## src/rtl/ssr_pkg.sv

```systemverilog
package ssr_pkg;

    typedef struct packed {
        logic par_odd;   // bit5
        logic par_en;    // bit4
        logic len8;      // bit3
        logic int_clk;   // bit2
        logic tx_en;     // bit1
        logic rx_en;     // bit0
    } cfg_t;

    typedef struct packed {
        logic ovr;       // bit3
        logic perr;      // bit2
        logic full;      // bit1
        logic busy;      // bit0
    } stat_t;

    localparam logic [1:0] A_CFG  = 2'd0;
    localparam logic [1:0] A_DIV  = 2'd1;
    localparam logic [1:0] A_TXST = 2'd2;
    localparam logic [1:0] A_RXB  = 2'd3;

    // parity bit a sender attaches to the data
    function automatic logic par_of(input logic [7:0] d, input logic len8, input logic odd);
        logic [7:0] m;
        m = len8 ? d : {1'b0, d[6:0]};
        return (^m) ^ odd;
    endfunction

    function automatic logic [3:0] frame_bits(input cfg_t c);
        return (c.len8 ? 4'd8 : 4'd7) + {3'd0, c.par_en};
    endfunction

endpackage

```

## src/rtl/ssr_sync.sv

```systemverilog
module ssr_sync #(
    parameter int   STAGES  = 2,
    parameter logic RST_VAL = 1'b1
) (
    input  logic clk,
    input  logic rst,
    input  logic d,
    output logic q
);
    logic [STAGES-1:0] sr;

    always_ff @(posedge clk) begin
        if (rst) sr <= {STAGES{RST_VAL}};
        else     sr <= {sr[STAGES-2:0], d};
    end

    assign q = sr[STAGES-1];
endmodule

```

## src/rtl/ssr_mastergen.sv

```systemverilog
module ssr_mastergen #(
    parameter int DIV_W = 8
) (
    input  logic             clk,
    input  logic             rst,
    input  logic             start,
    input  logic [DIV_W-1:0] div,
    input  logic [8:0]       frame,
    input  logic [3:0]       nbits,
    output logic             sclk,
    output logic             sdo,
    output logic             active
);
    logic [DIV_W-1:0] cnt;
    logic [4:0]       edges;
    logic [8:0]       sh;

    always_ff @(posedge clk) begin
        if (rst) begin
            sclk <= 1'b1; sdo <= 1'b1; active <= 1'b0;
            cnt <= '0; edges <= '0; sh <= '0;
        end else if (start) begin
            active <= 1'b1;
            sclk   <= 1'b0;
            cnt    <= div;
            edges  <= 5'd1;
            sdo    <= frame[0];
            sh     <= frame >> 1;
        end else if (active) begin
            if (cnt == '0) begin
                cnt   <= div;
                sclk  <= ~sclk;
                edges <= edges + 5'd1;
                if (sclk) begin
                    sdo <= sh[0];
                    sh  <= sh >> 1;
                end
                if (edges + 5'd1 == {nbits, 1'b0}) begin
                    active <= 1'b0;
                    sdo    <= 1'b1;
                end
            end else begin
                cnt <= cnt - 1'b1;
            end
        end
    end
endmodule

```

## src/rtl/ssr_shift.sv

```systemverilog
module ssr_shift
    import ssr_pkg::*;
(
    input  logic       clk,
    input  logic       rst,
    input  cfg_t       cfg,
    input  logic       fall,
    input  logic       rise,
    input  logic       sd,
    output logic       busy,
    output logic       done,
    output logic [7:0] data,
    output logic       perr
);
    logic [7:0] data_q, data_nx;
    logic       pbit_q, pbit_nx;
    logic [3:0] idx;
    logic [3:0] dlen, nbits;

    assign dlen  = cfg.len8 ? 4'd8 : 4'd7;
    assign nbits = frame_bits(cfg);

    always_comb begin
        data_nx = data_q;
        pbit_nx = pbit_q;
        if (idx < dlen) data_nx[idx[2:0]] = sd;
        else            pbit_nx = sd;
    end

    assign done = busy && rise && (idx == nbits - 4'd1);
    assign data = cfg.len8 ? data_nx : {1'b0, data_nx[6:0]};
    assign perr = cfg.par_en && (pbit_nx != par_of(data_nx, cfg.len8, cfg.par_odd));

    always_ff @(posedge clk) begin
        if (rst) begin
            busy <= 1'b0; idx <= '0; data_q <= '0; pbit_q <= 1'b0;
        end else if (!busy) begin
            if (fall && cfg.rx_en) begin
                busy   <= 1'b1;
                idx    <= '0;
                data_q <= '0;
                pbit_q <= 1'b0;
            end
        end else if (rise) begin
            data_q <= data_nx;
            pbit_q <= pbit_nx;
            idx    <= idx + 4'd1;
            if (done) busy <= 1'b0;
        end
    end
endmodule

```

## src/rtl/sync_serial_rx.sv

```systemverilog
module sync_serial_rx
    import ssr_pkg::*;
#(
    parameter int DIV_W = 8
) (
    input  logic       clk,
    input  logic       rst,
    input  logic       bus_wr,
    input  logic       bus_rd,
    input  logic [1:0] bus_addr,
    input  logic [7:0] bus_wdata,
    output logic [7:0] bus_rdata,
    input  logic       sclk_in,
    output logic       sclk_out,
    output logic       sclk_oe,
    input  logic       sdata_in,
    output logic       sdata_out,
    output logic       irq
);
    cfg_t             cfg;
    logic [DIV_W-1:0] div_q;
    logic [7:0]       rxbuf;
    stat_t            st;

    logic sclk_s, sclk_s_d, sd_s;
    logic gclk_d, gen_active;
    logic fall, rise, busy, done, perr;
    logic [7:0] rdata_nx;
    logic start, rd_clr;
    logic [8:0] tx_frame;

    ssr_sync #(.STAGES(2), .RST_VAL(1'b1)) u_sync_clk (
        .clk(clk), .rst(rst), .d(sclk_in), .q(sclk_s));
    ssr_sync #(.STAGES(2), .RST_VAL(1'b1)) u_sync_dat (
        .clk(clk), .rst(rst), .d(sdata_in), .q(sd_s));

    always_ff @(posedge clk) begin
        if (rst) begin
            sclk_s_d <= 1'b1;
            gclk_d   <= 1'b1;
        end else begin
            sclk_s_d <= sclk_s;
            gclk_d   <= sclk_out;
        end
    end

    // edge source chosen by clock mode
    assign fall = cfg.int_clk ? (gclk_d & ~sclk_out) : (sclk_s_d & ~sclk_s);
    assign rise = cfg.int_clk ? (~gclk_d & sclk_out) : (~sclk_s_d & sclk_s);

    assign start  = bus_wr && (bus_addr == A_TXST) && cfg.int_clk && cfg.rx_en
                    && cfg.tx_en && !gen_active && !busy;
    assign rd_clr = bus_rd && (bus_addr == A_RXB);

    always_comb begin
        tx_frame = cfg.len8 ? {par_of(bus_wdata, 1'b1, cfg.par_odd), bus_wdata}
                            : {1'b1, par_of(bus_wdata, 1'b0, cfg.par_odd), bus_wdata[6:0]};
    end

    ssr_mastergen #(.DIV_W(DIV_W)) u_gen (
        .clk(clk), .rst(rst), .start(start), .div(div_q), .frame(tx_frame),
        .nbits(frame_bits(cfg)), .sclk(sclk_out), .sdo(sdata_out), .active(gen_active));

    ssr_shift u_shift (
        .clk(clk), .rst(rst), .cfg(cfg), .fall(fall), .rise(rise), .sd(sd_s),
        .busy(busy), .done(done), .data(rdata_nx), .perr(perr));

    assign sclk_oe = cfg.int_clk;

    always_ff @(posedge clk) begin
        if (rst) begin
            cfg <= '0; div_q <= '0; rxbuf <= '0;
            st.full <= 1'b0; st.perr <= 1'b0; st.ovr <= 1'b0;
            irq <= 1'b0;
        end else begin
            irq <= done;
            if (bus_wr && bus_addr == A_CFG) cfg   <= cfg_t'(bus_wdata[5:0]);
            if (bus_wr && bus_addr == A_DIV) div_q <= DIV_W'(bus_wdata);
            if (rd_clr) begin
                st.full <= 1'b0; st.perr <= 1'b0; st.ovr <= 1'b0;
            end
            if (done) begin
                rxbuf   <= rdata_nx;
                st.full <= 1'b1;
                if (perr) st.perr <= 1'b1;
                if (st.full && !rd_clr) st.ovr <= 1'b1;
            end
        end
    end

    assign st.busy = busy;

    always_comb begin
        case (bus_addr)
            A_CFG:   bus_rdata = {2'b00, cfg};
            A_DIV:   bus_rdata = 8'(div_q);
            A_TXST:  bus_rdata = {4'b0000, st};
            default: bus_rdata = rxbuf;
        endcase
    end
endmodule

```

## config.mk

```make
export PLATFORM = sky130hd
export DESIGN_NAME = sync_serial_rx
export DESIGN_NICKNAME = d
export VERILOG_FILES = /design/src/rtl/ssr_pkg.sv /design/src/rtl/ssr_sync.sv /design/src/rtl/ssr_mastergen.sv /design/src/rtl/ssr_shift.sv /design/src/rtl/sync_serial_rx.sv
export SDC_FILE = /design/constraint.sdc
export NUM_CORES = 1
export LEC_CHECK = 0
export ABC_AREA = 1
export BUFFER_PORTS_ARGS = -buffer_cell sky130_fd_sc_hd__buf_4
export CORE_MARGIN = 3
export CORE_UTILIZATION = 40
export CTS_CLUSTER_SIZE = 12
export DETAILED_ROUTE_END_ITERATION = 8
export PLACE_DENSITY_LB_ADDON = 0.05
export RECOVER_POWER = 50
export REMOVE_ABC_BUFFERS = 1
export SYNTH_ARGS = -nofsm -noshare
export SYNTH_HDL_FRONTEND = slang
export SYNTH_SLANG_ARGS = --single-unit
```

## constraint.sdc

```tcl
create_clock -name clk -period 7.6 [get_ports clk]
set_clock_uncertainty 0.2 [all_clocks]
set_input_delay 0.38 -clock clk [delete_from_list [all_inputs] [get_ports clk]]
set_output_delay 0.38 -clock clk [all_outputs]
set_load 0.02 [all_outputs]
```

# Yosys cells after proc, flatten, opt, wreduce, memory -nomap -nowiden

Index checks and enable logic that the tools add are counted.
W data, S select, Z words.

Input bits: 16
Bits in registers: 70
Logic and storage cells: 138

Add/sub/neg operators: 5
Bitwise operators: 11
Eq/ne operators: 7
Magnitude comparators: 3
Muxes and demuxes: 50
Reduce and logical (&&, ||, !) cells: 35

Operators by type and width:

| cell                  | number |
|---|---|
| $mux W8               | 12 |
| $mux W1               | 28 |
| $pmux W8 S3           | 1 |
| $reduce_xor A8 Y1     | 3 |
| $mux W4               | 4 |
| $logic_and A1 B1 Y1   | 15 |
| $reduce_bool A2 Y1    | 5 |
| $mux W9               | 1 |
| $bwmux W8             | 1 |
| $logic_not A8 Y1      | 1 |
| $sub A8 B1 Y8 const B | 1 |
| $mux W3               | 2 |
| $reduce_and A2 Y1     | 3 |
| $reduce_and A3 Y1     | 2 |
| $add A5 B1 Y5 const B | 1 |
| $eq A5 B5 Y1          | 1 |
| $add A4 B1 Y4         | 1 |
| $add A4 B1 Y4 const B | 1 |
| $and A1 B1 Y1         | 4 |
| $eq A2 B2 Y1 const B  | 2 |
| $eq A4 B4 Y1          | 1 |
| $lt A3 B4 Y1 const B  | 1 |
| $lt A4 B4 Y1          | 1 |
| $not A1 Y1            | 4 |
| 11 further kinds      | 15 |

# Depth between registers and ports, before layout

Depth after elaboration: 13
Mapped depth: 19

# Modules after synthesis

A second synthesis with hierarchy kept.

Cell total of the unflattened synthesis: 632
Area, all modules: 4176.5 µm²

By module, submodules not included:

| module         | sequential area each (µm²) | cells each | times used | area each (µm²) |
|---|---|---|---|---|
| sync_serial_rx | 560.5                      | 211        | 1          | 1425.1 |
| ssr_mastergen  | 480.5                      | 206        | 1          | 1401.3 |
| ssr_shift      | 280.3                      | 201        | 1          | 1232.4 |
| ssr_sync       | 40.0                       | 7          | 2          | 58.8 |

# Least setup slack after synthesis

Ideal clock, no wire load.

Path type: register to register
From: reg cfg[3] (netlist name)
To: reg st[2] (netlist bit)
Data required time: 7288 ps
Setup slack: 5164 ps
Path buffers: 0
Clock period less this slack: 2436 ps
Cell stages (with the launch flop): 17
Library setup time: 112 ps
Data arrival time: 2123 ps
Path through: dfxtp_1 > inv_1 > ha_1 > a21oi_2 > nand2_4 > nand2_1 > nand2_1 > inv_2 > nand2_1 > nand2_2 > nand3_1 > nand2_1 > nand2_1 > nand3_1 > nand2_1 > nand2_1 > nand2_1

Longest elaborated chain between the ends: 10
Elaborated cells on any way between the ends: 15

RTL lines:

| element             | RTL line                       | RTL |
|---|---|---|
| $mux W4             | ssr_pkg.sv:32, ssr_shift.sv:20 |  |
| $lt A4 B4 Y1        | ssr_shift.sv:26                | `if (idx < dlen) data_nx[idx[2:0]] = sd;` |
| $mux W8             | ssr_shift.sv:26                |  |
| $mux W8             | ssr_pkg.sv:27                  | `m = len8 ? d : {1'b0, d[6:0]};` |
| $reduce_xor A8 Y1   | ssr_pkg.sv:28                  | `return (^m) ^ odd;` |
| $xor A1 B1 Y1       | ssr_pkg.sv:28                  |  |
| $ne A1 B1 Y1        | ssr_shift.sv:32                | `assign perr = cfg.par_en && (pbit_nx != par_of(data_nx, cfg.len8, cfg.par_odd));` |
| $logic_and A1 B1 Y1 | ssr_shift.sv:32                |  |
| $mux W1             | sync_serial_rx.sv:85           | `if (perr) st.perr <= 1'b1;` |
| $mux W3 *           | sync_serial_rx.sv:82           | `if (done) begin` |
| to (decl)           | sync_serial_rx.sv:23           | `stat_t st;` |

Every way passes the cells marked *; elsewhere a longest branch is shown, timed or not.
A chain may end at the register's enable or synchronous reset.

# Final worst setup path

From: reg cfg[3] (netlist name)
To: reg st[2] (netlist bit)

Longest elaborated chain between the ends: 10
Elaborated cells on any way between the ends: 15

RTL lines:

| element             | RTL line |
|---|---|
| $mux W4             | ssr_pkg.sv:32, ssr_shift.sv:20 |
| $lt A4 B4 Y1        | ssr_shift.sv:26 |
| $mux W8             | ssr_shift.sv:26 |
| $mux W8             | ssr_pkg.sv:27 |
| $reduce_xor A8 Y1   | ssr_pkg.sv:28 |
| $xor A1 B1 Y1       | ssr_pkg.sv:28 |
| $ne A1 B1 Y1        | ssr_shift.sv:32 |
| $logic_and A1 B1 Y1 | ssr_shift.sv:32 |
| $mux W1             | sync_serial_rx.sv:85 |
| $mux W3 *           | sync_serial_rx.sv:82 |

Marks and branches as above.

==> metrics <==
Max-Slew Margin vs Limit -0.00599; Warnings, synthesis 0; status finished, violations left; Initial Util 0.425; final wirelength around 10000 um; grt total ovfl 0; detailed placement HPWL approximately 7400 um; Buf+Inv Stages, Crit Path 2; DRC violations left 0; final hold vios 0; Via Count 3538; RePlAce Congestion between 0.8 and 0.9; Critical Path Start cfg[3]; Max Cap Viol 1; Filler Cells Inserted around 960; largest net degree at the start of global routing 42; I/O pins 28; DRT antenna net count 0; 1st-pass router iterations 5; top cells by area, synth dfxtp_1 (37%), nand2_1 (14%), a21oi_1 (6.6%); # Post-CTS Setup Buffers 0; share of layout cells above drive strength 1 0.120; Final Critical Period a little over 3 ns; Critical R2R Capture st[2]; Critical Path Fanout Max 18; highest clock rate about 320 MHz; PortBufs 27; CP cell instances inv_1 -> ha_1 -> xnor2_1 -> nand3_1 -> nor2_1 -> inv_1 -> nor3_1 -> nand2_1 -> nand2_1; CTS tree built; CTS max path bufs 2; clk sinks 70; CP Launch Type flip-flop; H-tree Lvls 3; CTS clk-pin slew, worst paths approximately 0.08 ns; crit share post-route 0.408; Yosys cell types 38; power per cell area ~170 nW/um^2; delay-heaviest family, CP simple AND/OR/NAND/NOR gates; total power draw 0.000742 W; worst r2r src cfg[3]; vias per inst 5.05; RSZ-0062 raised after global routing no; P_leak 1.82 nW; final setup violation count 0; Worst Hold Path Cells 2; placed insts 684; row count 34; crit end category flip-flop; Core ar. roughly 9000 um^2; number of diodes 0; syn avg cell area between 6 and 7 um^2; DR iter-0 viols 182; area grow syn2layout 11.3%; Critical Path Max Stage Delay just under 0.8 ns; Worst Path Required just under 8 ns; CTS Hold Bufs 0; failing checks max-capacitance violations, max-slew violations; initial antenna violation count 0; Reg2Reg Depth 9; Synth top area share 0.368; R2R Setup Slk between 4 and 5 ns; mapped cell area roughly 3800 um^2; Die ar. around 11000 um^2; Hold WS 0.0124 ns; wire per inst 14.4 um; first-pass GRT wire length about 17000 um; Synth Instances 547; slowest CP cell nor2_1; post-synthesis sequential area ratio 0.368; clk_lat worst skew between 0.3 and 0.4 ns; Final Slew Violations 29; Peak VDD IR slightly above 90 uV; setup_tns 0 ns; TritonCTS Buffers 9; GRT Util Overall 0.191; worst slew pin tran roughly 1.5 ns; hold worst-path end u_sync_dat.sr[0]; die width roughly 100 um; Yosys reg bits 70; hold wc startpoint sdata_in; Yosys top cell by area dfxtp_1; arrival time at the worst endpoint 3.19 ns; CTS root buffer clkbuf_8; CTS resizes 0; vias in the first global route 3341; Hold Crit Class input pin to flip-flop; final-stage net count 596; DIE HEIGHT around 100 um; kind of critical path flip-flop to flip-flop; Final Util 0.473; Non-Filler Instances 700
## kinds of logic (layout without fill, tap and decap cells)
logic type,Yosys count,in the layout,synth area share
adder cells (fa/ha/maj),11,11,0.0361
AO/OA/AOI/OAI,126,126,0.183
AND/OR/NAND/NOR,238,238,0.279
buffers and inverters,82,109,0.0883
flip-flops,70,70,0.368
XOR/XNOR,20,20,0.0459
## flip-flops by register name (all words and copies together), names as in the netlist, 3 cells and up
name            count
cfg                 5
div_q               8
u_gen.sh            8
u_shift.data_q      8
u_gen.cnt           8
u_shift.idx         4
u_gen.edges         5
rxbuf               8
st                  3
## synth_stat cells (all sizes together)
master	count
o211ai	4
o22ai	4
o31ai	1
a221oi	1
o311ai	2
nor4	2
o32ai	1
inv	61
a211oi	3
xnor2	9
nand3	33
a21oi	51
o2111ai	1
or2	8
buf	5
dfxtp	70
a31oi	8
nand2	156
ha	11
clkbuf	11
o221ai	2
xor2	11
clkinv	5
nor2	28
o21ai	48
nor3	4
nand4	7
## how the worst max path moves through the flow
stage / to / cells past startpoint / slack, ns
after detailed placement: st[2] / 9 / 4.54
after floorplan: st[2] / 16 / 5.16
after global routing: st[2] / 9 / 4.11
after CTS: st[2] / 9 / 4.50
final: st[2] / 9 / 4.50
after global placement: st[2] / 9 / 4.55
## stage by stage
stage	setup slack (ns)	instance area [um^2]
2_1_floorplan	5.16	3730
3_5_place_dp	4.54	4090
6_report	4.50	4240
5_1_grt	4.11	4240
4_1_cts	4.50	4290
3_3_place_gp	4.55	4090
## layout by cell type (no fill, tap or decap), types with 4 or more instances in the layout
cell type,n
nor3_1,4
or2_2,8
o22ai_1,4
clkbuf_1,13
nand3_1,33
buf_4,14
o21ai_0,38
inv_2,10
xor2_1,11
inv_1,48
clkinv_2,4
nor2_1,25
nand4_1,7
nand2_2,6
a31oi_1,8
ha_1,11
clkbuf_8,9
dfxtp_1,70
xnor2_1,9
o21ai_1,9
clkinv_4,4
nand2_1,147
o211ai_1,4
a21oi_1,50
## where the power goes
part           total (W)  switching [W]  leakage [nW]  internal, W
combinational  0.0000599      0.0000381          1.15    0.0000218
sequential      0.000376     0.00000430         0.567     0.000371
clock           0.000307       0.000154         0.103     0.000153
## routing by layer
metal / GRT usage / part of all wire / wire length [um]
met1: 0.275 / 0.50 / 5030
met4: 0.0560 / 0.012 / 116
met3: 0.0354 / 0.048 / 484
met5: 0 / 0 / 0
met2: 0.290 / 0.44 / 4460
## layout make-up
cell class | count | area [um^2] | area share
inverter | 66 | 258 | 0.0607
sequential | 70 | 1400 | 0.330
clock buffer | 9 | 124 | 0.0292
multi-input combinational | 395 | 2070 | 0.489
timing repair buffer | 27 | 154 | 0.0363
tap | 126 | 158 | 0.0371
clock inverter | 7 | 75.1 | 0.0177
## worst register-to-register path, stage by stage, from the launching register on
cell	delay (ns)
dfxtp_1	0.55
inv_1	0.24
ha_1	0.39
xnor2_1	0.15
nand3_1	0.09
nor2_1	0.79
inv_1	0.28
nor3_1	0.20
nand2_1	0.08
nand2_1	0.06
No activity file was read; power rests on OpenSTA's default activity.
